[src/rtl/bb_burst_ctrl.sv]
module bb_burst_ctrl #(
  parameter int DAC_W       = 6,
  parameter int STEP_CYCLES = 4
) (
  input  logic             clk,
  input  logic             rst_n,
  input  logic             en,
  input  logic             mode,
  input  logic             uvlo,
  input  logic             therm_flt,
  input  logic             vout_low,
  input  logic             fb_hi,
  input  logic             fb_lo,
  input  logic             il_peak,
  input  logic             il_zero,
  input  logic             pwm_ab,
  input  logic             pwm_cd,
  output logic             sw_a,
  output logic             sw_b,
  output logic             sw_c,
  output logic             sw_d,
  output logic             sleep,
  output logic [DAC_W-1:0] ref_code
);
  localparam int DIV_W = $clog2(STEP_CYCLES + 1);
  localparam logic [DIV_W-1:0] DIV_LAST = DIV_W'(STEP_CYCLES - 1);
  localparam logic [DAC_W-1:0] REF_MAX = '1;

  typedef enum logic [1:0] {CHG, DIS, SLP} bst_t;

  bst_t st;
  logic [DIV_W-1:0] div_q;
  logic [1:0] ab_q, cd_q, ab_w, cd_w;

  wire active   = en && !uvlo && !therm_flt;
  wire burst_on = active && mode && !vout_low;

  always_ff @(posedge clk or negedge rst_n)
    if (!rst_n) begin
      ref_code <= '0;
      div_q    <= '0;
    end else if (!active) begin
      ref_code <= '0;
      div_q    <= '0;
    end else if (ref_code != REF_MAX) begin
      if (div_q == DIV_LAST) begin
        div_q    <= '0;
        ref_code <= ref_code + 1'b1;
      end else
        div_q <= div_q + 1'b1;
    end

  always_ff @(posedge clk or negedge rst_n)
    if (!rst_n)
      st <= CHG;
    else if (!burst_on)
      st <= CHG;
    else
      case (st)
        CHG:     if (il_peak) st <= DIS;
        DIS:     if (il_zero) st <= fb_hi ? SLP : CHG;
        SLP:     if (fb_lo)   st <= CHG;
        default: st <= CHG;
      endcase

  always_comb begin
    ab_w = 2'b00;
    cd_w = 2'b00;
    if (burst_on) begin
      case (st)
        CHG:     begin ab_w = 2'b10; cd_w = 2'b01; end
        DIS:     begin ab_w = 2'b01; cd_w = 2'b01; end
        default: begin ab_w = 2'b00; cd_w = 2'b00; end
      endcase
    end else if (active) begin
      ab_w = pwm_ab ? 2'b10 : 2'b01;
      cd_w = pwm_cd ? 2'b10 : 2'b01;
    end
    if (vout_low) cd_w[0] = 1'b0;
  end

  function automatic logic [1:0] step_pair(input logic [1:0] cur, input logic [1:0] want);
    return (cur != 2'b00 && cur != want) ? 2'b00 : want;
  endfunction

  always_ff @(posedge clk or negedge rst_n)
    if (!rst_n) begin
      ab_q <= 2'b00;
      cd_q <= 2'b00;
    end else begin
      ab_q <= step_pair(ab_q, ab_w);
      cd_q <= step_pair(cd_q, cd_w);
    end

  assign sw_a  = ab_q[1];
  assign sw_b  = ab_q[0];
  assign sw_c  = cd_q[1];
  assign sw_d  = cd_q[0];
  assign sleep = (st == SLP);
endmodule


[config.mk]
export PLATFORM = sky130hd
export DESIGN_NAME = bb_burst_ctrl
export DESIGN_NICKNAME = d
export VERILOG_FILES = /design/src/rtl/bb_burst_ctrl.sv
export SDC_FILE = /design/constraint.sdc
export NUM_CORES = 1
export LEC_CHECK = 0
export BUFFER_PORTS_ARGS = -buffer_cell sky130_fd_sc_hd__buf_2
export CORE_MARGIN = 1.5
export CORE_UTILIZATION = 40
export DETAILED_ROUTE_END_ITERATION = 8
export GPL_ROUTABILITY_DRIVEN = 0
export GPL_TIMING_DRIVEN = 0
export PLACE_DENSITY = 0.67
export SYNTH_ARGS = -nofsm -noshare
export SYNTH_HDL_FRONTEND = slang
export SYNTH_SLANG_ARGS = --single-unit
[constraint.sdc]
create_clock -name clk -period 1.65 [get_ports clk]
set_clock_uncertainty 0.2 [all_clocks]
set_input_delay 0.0825 -clock clk [delete_from_list [all_inputs] [get_ports clk]]
set_output_delay 0.0825 -clock clk [all_outputs]
set_load 0.02 [all_outputs]
==> impl_metrics.json, run 1 <==
{
  "p_per_area_nw_per_um2": 617.6,
  "h-tree-depth": 1,
  "worstPathArrival_ns": 1.54,
  "syn_nets": 91,
  "synth_top_area_frac": 0.4823,
  "num_vias": 718,
  "ir_drop_uv": 417.3,
  "fmax_ghz": 0.6404,
  "area_growth_pct": 35.37,
  "cp-end-kind": "flop",
  "crit-reg2reg-launch": "st[0]",
  "clkTransAtPathRegs_ns": 0.08,
  "dp_hpwl_um": 1159,
  "synth_cell_types": 32,
  "finalPower_mw": 0.6507,
  "worstPathMaxFanout": 1,
  "track_usage": 0.1733,
  "maxSlewViolCount": 0,
  "die_w_um": 47.11,
  "synth_area_um2": 778.2,
  "worst_setup_path_start_kind": "primary input",
  "hold_viol": 3,
  "synth_top_cells_by_count": "dfrtp_1, nand2_1, inv_1",
  "synth_edf_count": 0,
  "design.core.area_um2": 1783,
  "setup_violations": 0,
  "grt_pass1_wl_um": 2642,
  "grt_pass1_vias": 643,
  "grt_max_degree": 16,
  "design_area_um2": 1054,
  "cap_violations": 0,
  "slew_headroom": 0.3905,
  "ys_ff_latch": 15,
  "rows": 15,
  "overflow": 0,
  "hold_ws_ns": -0.01930,
  "tns_ns": 0,
  "hold_buffers": 10,
  "wl_per_cell_um": 12.39,
  "critPathRequiredTime_ns": 1.62,
  "routed_via_density": 5.241,
  "syn_area_per_cell_um2": 10.24,
  "fin_crit_sh": 0.9464,
  "drt_iter0_markers": 10,
  "die_area_um2": 2219,
  "cts_buffer_depth": 2,
  "post_cts_buffers": 0,
  "portBuffers": 23,
  "min_period_ns": 1.561,
  "cpPeakStageDelay_ns": 0.55,
  "status": "finished, violations left",
  "path_buf_inv": 3,
  "crit_path_start": "fb_hi",
  "leakagePower_nw": 0.4916,
  "placed_cells": 124,
  "clk_latency_ns": 0.28,
  "worst_slew_pin_slew_ns": 0.9123,
  "synth_top_cell_by_area": "dfrtp_1",
  "worstHoldPathType": "primary input to flop",
  "rsz0062_at_grt": "false",
  "drt_pass1_iterations": 4,
  "drt-total-wl_um": 1698,
  "synthFlopType": "dfrtp_1",
  "cts_tree": "built",
  "synth.yosys.seq_area_share": 0.4823,
  "root_buffer": "clkbuf_4",
  "start_util": 0.4365,
  "diodes": 0,
  "die_height_um": 47.11,
  "crit_top_cell": "dlygate4sd3_1",
  "ioPinCount": 24,
  "synthCells": 76,
  "crit_chain": "dlygate4sd3_1, buf_2, nand2_1, dlygate4sd3_1, a2bb2oi_1, nor2_1",
  "design.final.nets": 128,
  "drive_above_1_share": 0.2857,
  "grt_antenna_before_repair": 0,
  "layout.cells.non_filler": 137,
  "cts.sinks": 15,
  "criticalPathCategory": "primary input to flop",
  "fillers": 162,
  "violations": "negative hold slack",
  "ys_warn_count": 0,
  "critPathTopFamily": "buffers and inverters",
  "cpMaxStageDelayCell": "dlygate4sd3_1",
  "cts_buffers": 3,
  "final_antenna_net_count": 0,
  "holdCritStartpoint": "uvlo",
  "drc": 0,
  "synth-async-reset-ratio": 1.000,
  "synth.most_common_cell": "dfrtp_1",
  "synthTopCellsByArea": "dfrtp_1, mux2i_1, ha_1",
  "placed_area_um2": 925.9
}
==> worst reg2reg max path: stages (launching register included) <==
cell           delay [ns]
dfrtp_1              0.42
mux2i_1              0.13
dlygate4sd3_1        0.55
nor3_1               0.14
==> metal layers <==
layer,track usage,part of all wire
met1,0.2010,0.48
met2,0.3123,0.48
met3,0.02692,0.029
met4,0.07778,0.016
met5,0,0
==> final timing paths <==
path,to,slack [ns],cells past startpoint
hold reg to reg,cd_q[0],0.23,1
max in group asynchronous,ref_code[0],0.96,2
min in group asynchronous,st[1],0.02,2
setup / recovery,st[1],0.09,6
hold / removal,ref_code[5],-0.02,3
setup reg to reg,st[0],0.13,3
==> where the power goes <==
| group | switching (mW) | internal [mW] |
|---|---|---|
| clock | 0.111 | 0.0937 |
| sequential | 0.00216 | 0.371 |
| combinational | 0.0320 | 0.0402 |
==> placed cells by master (no fill, tap or decap), types with 2 or more instances in the layout <==
cell,instances
nand2b_1,2
dfrtp_1,14
buf_2,23
nor2b_1,2
dlygate4sd3_1,10
nand3_1,3
and4_1,2
o21bai_1,2
nor4_1,2
o21ai_0,2
mux2i_1,3
nor3_1,4
mux2_2,2
nand2_1,6
o211ai_1,2
a21oi_1,3
clkbuf_4,3
a31oi_1,2
inv_1,5
nor2_1,2
==> state kept, by name, summed over array words and instances, names as in the netlist <==
name and flops:
ref_code 6, cd_q 2, ab_q 2, st 2, div_q 3
==> metrics by stage <==
stage / setup slack [ns] / utilization
finish: 0.08851 / 0.5909
global placement: -0.008022 / 0.5193
detailed placement: -0.01895 / 0.5193
global route: 0.01218 / 0.5909
floorplan: 0.01982 / -
CTS: 0.04087 / 0.5881
==> area by class of cell <==
cell class	count	area [um2]	share of cell area
sequential	15	376.6	0.3575
multi-input combinational	54	374.1	0.3551
timing repair buffer	33	215.2	0.2043
tap	25	31.28	0.02969
clock buffer	4	26.28	0.02494
inverter	5	18.77	0.01781
buffer	1	11.26	0.01069
==> what timing repair did <==
| action | CTS | global route |
|---|---|---|
| gates resized for setup | 0 | 2 |
| hold endpoints to repair | 26 | 1 |
| endpoints found under the setup margin | 2 | 2 |
==> cell families (layout without fill, tap and decap cells) <==
logic type	Yosys count	after routing	synth area share
compound gates	16	16	0.1415
simple gates	31	31	0.2331
mux	5	5	0.06752
fa+ha+maj	2	2	0.03215
buf+inv	7	43	0.04341
flops	15	15	0.4823
Note: power is estimated with default switching activity, not from simulation.
==> run 2, diff against run 1 <==
--- a/config.mk
+++ b/config.mk
@@ -6,12 +6,15 @@
 export NUM_CORES = 1
 export LEC_CHECK = 0
 export BUFFER_PORTS_ARGS = -buffer_cell sky130_fd_sc_hd__buf_2
+export CELL_PAD_IN_SITES_DETAIL_PLACEMENT = 2
+export CELL_PAD_IN_SITES_GLOBAL_PLACEMENT = 2
+export CORE_ASPECT_RATIO = 0.5
 export CORE_MARGIN = 1.5
-export CORE_UTILIZATION = 40
+export CORE_UTILIZATION = 26
 export DETAILED_ROUTE_END_ITERATION = 8
 export GPL_ROUTABILITY_DRIVEN = 0
 export GPL_TIMING_DRIVEN = 0
-export PLACE_DENSITY = 0.67
+export PLACE_DENSITY_LB_ADDON = 0.1
 export SYNTH_ARGS = -nofsm -noshare
 export SYNTH_HDL_FRONTEND = slang
 export SYNTH_SLANG_ARGS = --single-unit
==> impl_metrics.json, run 2 (same netlist as run 1, synthesis figures left out) <==
{
  "final_antenna_net_count": 0,
  "overflow": 0,
  "most-common-layout-cells": "buf_2, dfrtp_1, dlygate4sd3_1",
  "finalPower_mw": 0.7383,
  "hold_ws_ns": 0.03599,
  "fin_crit_sh": 0.9540,
  "die_w_um": 80.37,
  "root_buffer": "clkbuf_8",
  "cap_violations": 0,
  "worstHoldPathType": "primary input to flop",
  "layout.cells.non_filler": 148,
  "die_area_um2": 3350,
  "drt_iter0_markers": 3,
  "maxSlewViolCount": 0,
  "diodes": 0,
  "clkTransAtPathRegs_ns": 0.06,
  "seqPwrFrac": 0.508,
  "portBuffers": 23,
  "ioPinCount": 24,
  "worst_setup_path_start_kind": "primary input",
  "track_usage": 0.1546,
  "critPathRequiredTime_ns": 1.58,
  "drc": 0,
  "start_util": 0.2865,
  "reg.largest.list": "ref_code x6, div_q x3",
  "cts_tree": "built",
  "cts.sinks": 15,
  "min_period_ns": 1.574,
  "grt_max_degree": 16,
  "design.core.area_um2": 2716,
  "grt_antenna_before_repair": 0,
  "design.final.nets": 127,
  "grt_pass1_wl_um": 3939,
  "dp_hpwl_um": 1653,
  "setup_violations": 0,
  "drive_above_1_share": 0.2883,
  "p_per_area_nw_per_um2": 677.5,
  "area_growth_pct": 40.03,
  "worstPathArrival_ns": 1.50,
  "routed_via_density": 4.851,
  "fmax_ghz": 0.6353,
  "rows": 13,
  "worstPathMaxFanout": 1,
  "die_height_um": 41.69,
  "cts_buffer_depth": 2,
  "clockPowerShare": 0.395,
  "wl_per_cell_um": 15.09,
  "power_switching_mw": 0.1574,
  "placed_cells": 136,
  "slew_headroom": 0.3469,
  "worst_slew_pin_slew_ns": 0.9776,
  "finish.utilization": 0.4012,
  "design_area_um2": 1090,
  "cts_buffers": 3,
  "num_vias": 718,
  "internal-power_mw": 0.5809,
  "clk_latency_ns": 0.24,
  "hold_viol": 0,
  "drt_pass1_iterations": 2,
  "ir_drop_uv": 329.2,
  "grt_pass1_vias": 789,
  "fillers": 295,
  "leakagePower_nw": 0.4972,
  "mostFrequentLayoutCell": "buf_2",
  "switching_share": 0.2132,
  "criticalPathCategory": "primary input to flop",
  "post_cts_buffers": 0,
  "cp-end-kind": "flop",
  "placed_area_um2": 940.9,
  "p_comb_frac": 0.097,
  "drt-total-wl_um": 2233,
  "largest-register": "ref_code",
  "largest_reg_flops": 6,
  "status": "finished clean",
  "h-tree-depth": 1,
  "rsz0062_at_grt": "false"
}
==> run 2: cell types whose count changed in the layout (fill, tap and decap cells not counted), sizes merged <==
| cell | previous run | this run |
|---|---|---|
| dlygate4sd3 | 10 | 9 |
==> run 2: area by class of cell <==
class | count | area [um2] | share of cell area
clock buffers | 4 | 45.04 | 0.04133
flip-flops and latches | 15 | 376.6 | 0.3456
plain buffers | 1 | 11.26 | 0.01033
inverters | 5 | 18.77 | 0.01722
multi-input cells | 54 | 386.6 | 0.3548
repair buffers | 32 | 205.2 | 0.1883
well taps | 37 | 46.29 | 0.04248
==> run 2: through the flow <==
| stage | TNS [ns] | worst slack (ns) |
|---|---|---|
| 2_1_floorplan | 0 | 0.01982 |
| 3_3_place_gp | -0.02930 | -0.01980 |
| 3_5_place_dp | -0.1511 | -0.06270 |
| 4_1_cts | 0 | 0.006034 |
| 5_1_grt | 0 | 0.0007763 |
| 6_report | 0 | 0.07585 |
==> run 2: path summary, 6_finish.rpt <==
path                          from          end  slack, ns  cells past startpoint
setup reg to reg             st[0]        st[0]       0.10                      3
min in group asynchronous    rst_n  ref_code[0]       0.08                      2
hold reg to reg            cd_q[1]      cd_q[0]       0.24                      1
max in group asynchronous    rst_n  ref_code[0]       0.90                      2
hold / removal               fb_hi        st[1]       0.04                      4
setup / recovery           il_peak        st[0]       0.08                      5
==> run 2: what timing repair did <==
action / 4_1_cts / 5_1_grt
hold buffers: 9 / 0
endpoints found under the setup margin: 2 / 3
endpoints found under the hold margin: 21 / 0
gates resized for setup: 0 / 3
==> run 2: worst max-delay path: stages <==
cell and delay [ns]:
dlygate4sd3_1 0.54, buf_2 0.12, mux2i_1 0.13, dlygate4sd3_1 0.58
nor3_1 0.05
==> run 2: power by group through the flow <==
stage	logic, mW	registers (mW)	clock network, mW
2_1_floorplan	0.0212	0.384	0
3_5_place_dp	0.0557	0.381	0
6_report	0.0714	0.375	0.292
5_1_grt	0.0802	0.375	0.331
3_3_place_gp	0.0534	0.381	0
4_1_cts	0.0726	0.375	0.307
==> run 2: layer usage <==
layer | vias to the layer above | wire (um) | track usage | part of all wire
met5 | - | 0 | 0 | 0
met4 | 0 | 0 | 0.02069 | 0
met3 | 0 | 98 | 0.04615 | 0.044
li1 | 351 | - | - | -
met2 | 17 | 1140 | 0.2824 | 0.51
met1 | 350 | 994 | 0.1837 | 0.45
==> run 3, diff against run 2 <==
==> constraint.sdc (replaced) <==
create_clock -name clk -period 1.65 [get_ports clk]
set_clock_uncertainty 0.2 [all_clocks]
set_input_delay 0 -clock clk [delete_from_list [all_inputs] [get_ports clk]]
set_output_delay 0 -clock clk [all_outputs]
set_load 0.02 [all_outputs]
==> impl_metrics.json, run 3 (same netlist as run 1, synthesis figures left out) <==
{
  "worst_setup_path_start_kind": "primary input",
  "final_antenna_net_count": 0,
  "fillers": 295,
  "drt_iter0_markers": 21,
  "drive_above_1_share": 0.2982,
  "fin_crit_sh": 0.9474,
  "ir_drop_uv": 334.7,
  "cts.sinks": 15,
  "ioPinCount": 24,
  "cts_tree": "built",
  "reg2reg_slack_ns": 0.11,
  "fmax_ghz": 0.6397,
  "cts_buffer_depth": 2,
  "most-common-layout-cells": "buf_2, dfrtp_1, dlygate4sd3_1",
  "num_vias": 743,
  "area_growth_pct": 45.34,
  "cp-end-kind": "flop",
  "status": "finished, violations left",
  "drt_pass1_iterations": 2,
  "leakagePower_nw": 0.5086,
  "violations": "negative hold slack",
  "diodes": 0,
  "mostFrequentLayoutCell": "buf_2",
  "min_period_ns": 1.563,
  "track_usage": 0.1648,
  "critPathRequiredTime_ns": 1.58,
  "h-tree-depth": 1,
  "routed_via_density": 4.921,
  "rows": 13,
  "design.final.nets": 130,
  "largest-register": "ref_code",
  "finalPower_mw": 0.7489,
  "worst_slew_pin_slew_ns": 1.010,
  "hold_buffers": 12,
  "clk_latency_ns": 0.24,
  "maxSlewViolCount": 0,
  "post_cts_buffers": 0,
  "cts_buffers": 3,
  "worstPathMaxFanout": 1,
  "grt_antenna_before_repair": 0,
  "die_area_um2": 3350,
  "dp_hpwl_um": 1653,
  "setup_violations": 0,
  "design.core.area_um2": 2716,
  "die_w_um": 80.37,
  "cap_violations": 0,
  "grt_pass1_vias": 820,
  "largest_reg_flops": 6,
  "reg.largest.list": "ref_code x6, div_q x3",
  "start_util": 0.2865,
  "root_buffer": "clkbuf_8",
  "worstHoldPathType": "primary input to flop",
  "hold_viol": 10,
  "worstPathArrival_ns": 1.49,
  "overflow": 0,
  "drc": 0,
  "portBuffers": 23,
  "rsz0062_at_grt": "false",
  "layout.cells.non_filler": 151,
  "drt-total-wl_um": 2358,
  "clkTransAtPathRegs_ns": 0.06,
  "grt_pass1_wl_um": 4188,
  "die_height_um": 41.69,
  "grt_max_degree": 16,
  "placed_cells": 136,
  "wl_per_cell_um": 15.62,
  "criticalPathCategory": "primary input to flop",
  "p_per_area_nw_per_um2": 662.1,
  "slew_headroom": 0.3253,
  "hold_ws_ns": -0.03776
}
[run 3: timing repair]
| action | in CTS | in global routing |
|---|---|---|
| gates resized for setup | 0 | 6 |
| hold endpoints to repair | 29 | 1 |
| setup endpoints to repair | 2 | 6 |
[run 3: critical path, cell delays in order]
cell and delay [ns]:
dlygate4sd3_1 0.54, buf_2 0.12, nand2_1 0.05, dlygate4sd3_1 0.54, a2bb2oi_1 0.18, nor2_1 0.07
[run 3: layout make-up]
cell class	instances	area (um2)	area share
multi-input combinational	54	395.4	0.3496
sequential	15	376.6	0.3330
timing repair buffer	35	237.7	0.2102
tap	37	46.29	0.04093
clock buffer	4	45.04	0.03982
inverter	5	18.77	0.01659
buffer	1	11.26	0.009956
[run 3: worst paths after layout]
| kind | startpoint | endpoint | cells past startpoint |
|---|---|---|---|
| worst max-delay path | fb_hi | st[1] | 6 |
| max in group asynchronous | rst_n | ref_code[0] | 2 |
| worst min register to register | cd_q[1] | cd_q[0] | 1 |
| worst min-delay path | therm_flt | ref_code[5] | 3 |
| worst max register to register | st[0] | st[0] | 3 |
| min in group asynchronous | rst_n | ref_code[0] | 2 |
[run 3: power breakdown]
part           internal, mW  switching [mW]
clock network         0.171           0.124
logic                0.0432          0.0364
registers             0.372         0.00295
[run 3: routing by layer]
metal  global-route usage  wire [um]  vias up
met5                    0          0        -
met4              0.02069          0        0
met3              0.04615         99        0
met2               0.2958       1188       17
met1               0.2024       1070      368
li1                     -          -      358
[run 3: per-stage QoR]
step	util	worst slack (ns)	cell area [um2]	TNS [ns]
floorplan	-	0.01982	779.5	0
global placement	0.3464	0.003766	940.9	0
detailed placement	0.3464	-0.06270	940.9	-0.08183
CTS	0.4058	0.005768	1102	0
global route	0.4164	0.0007763	1131	0
finish	0.4164	0.08673	1131	0
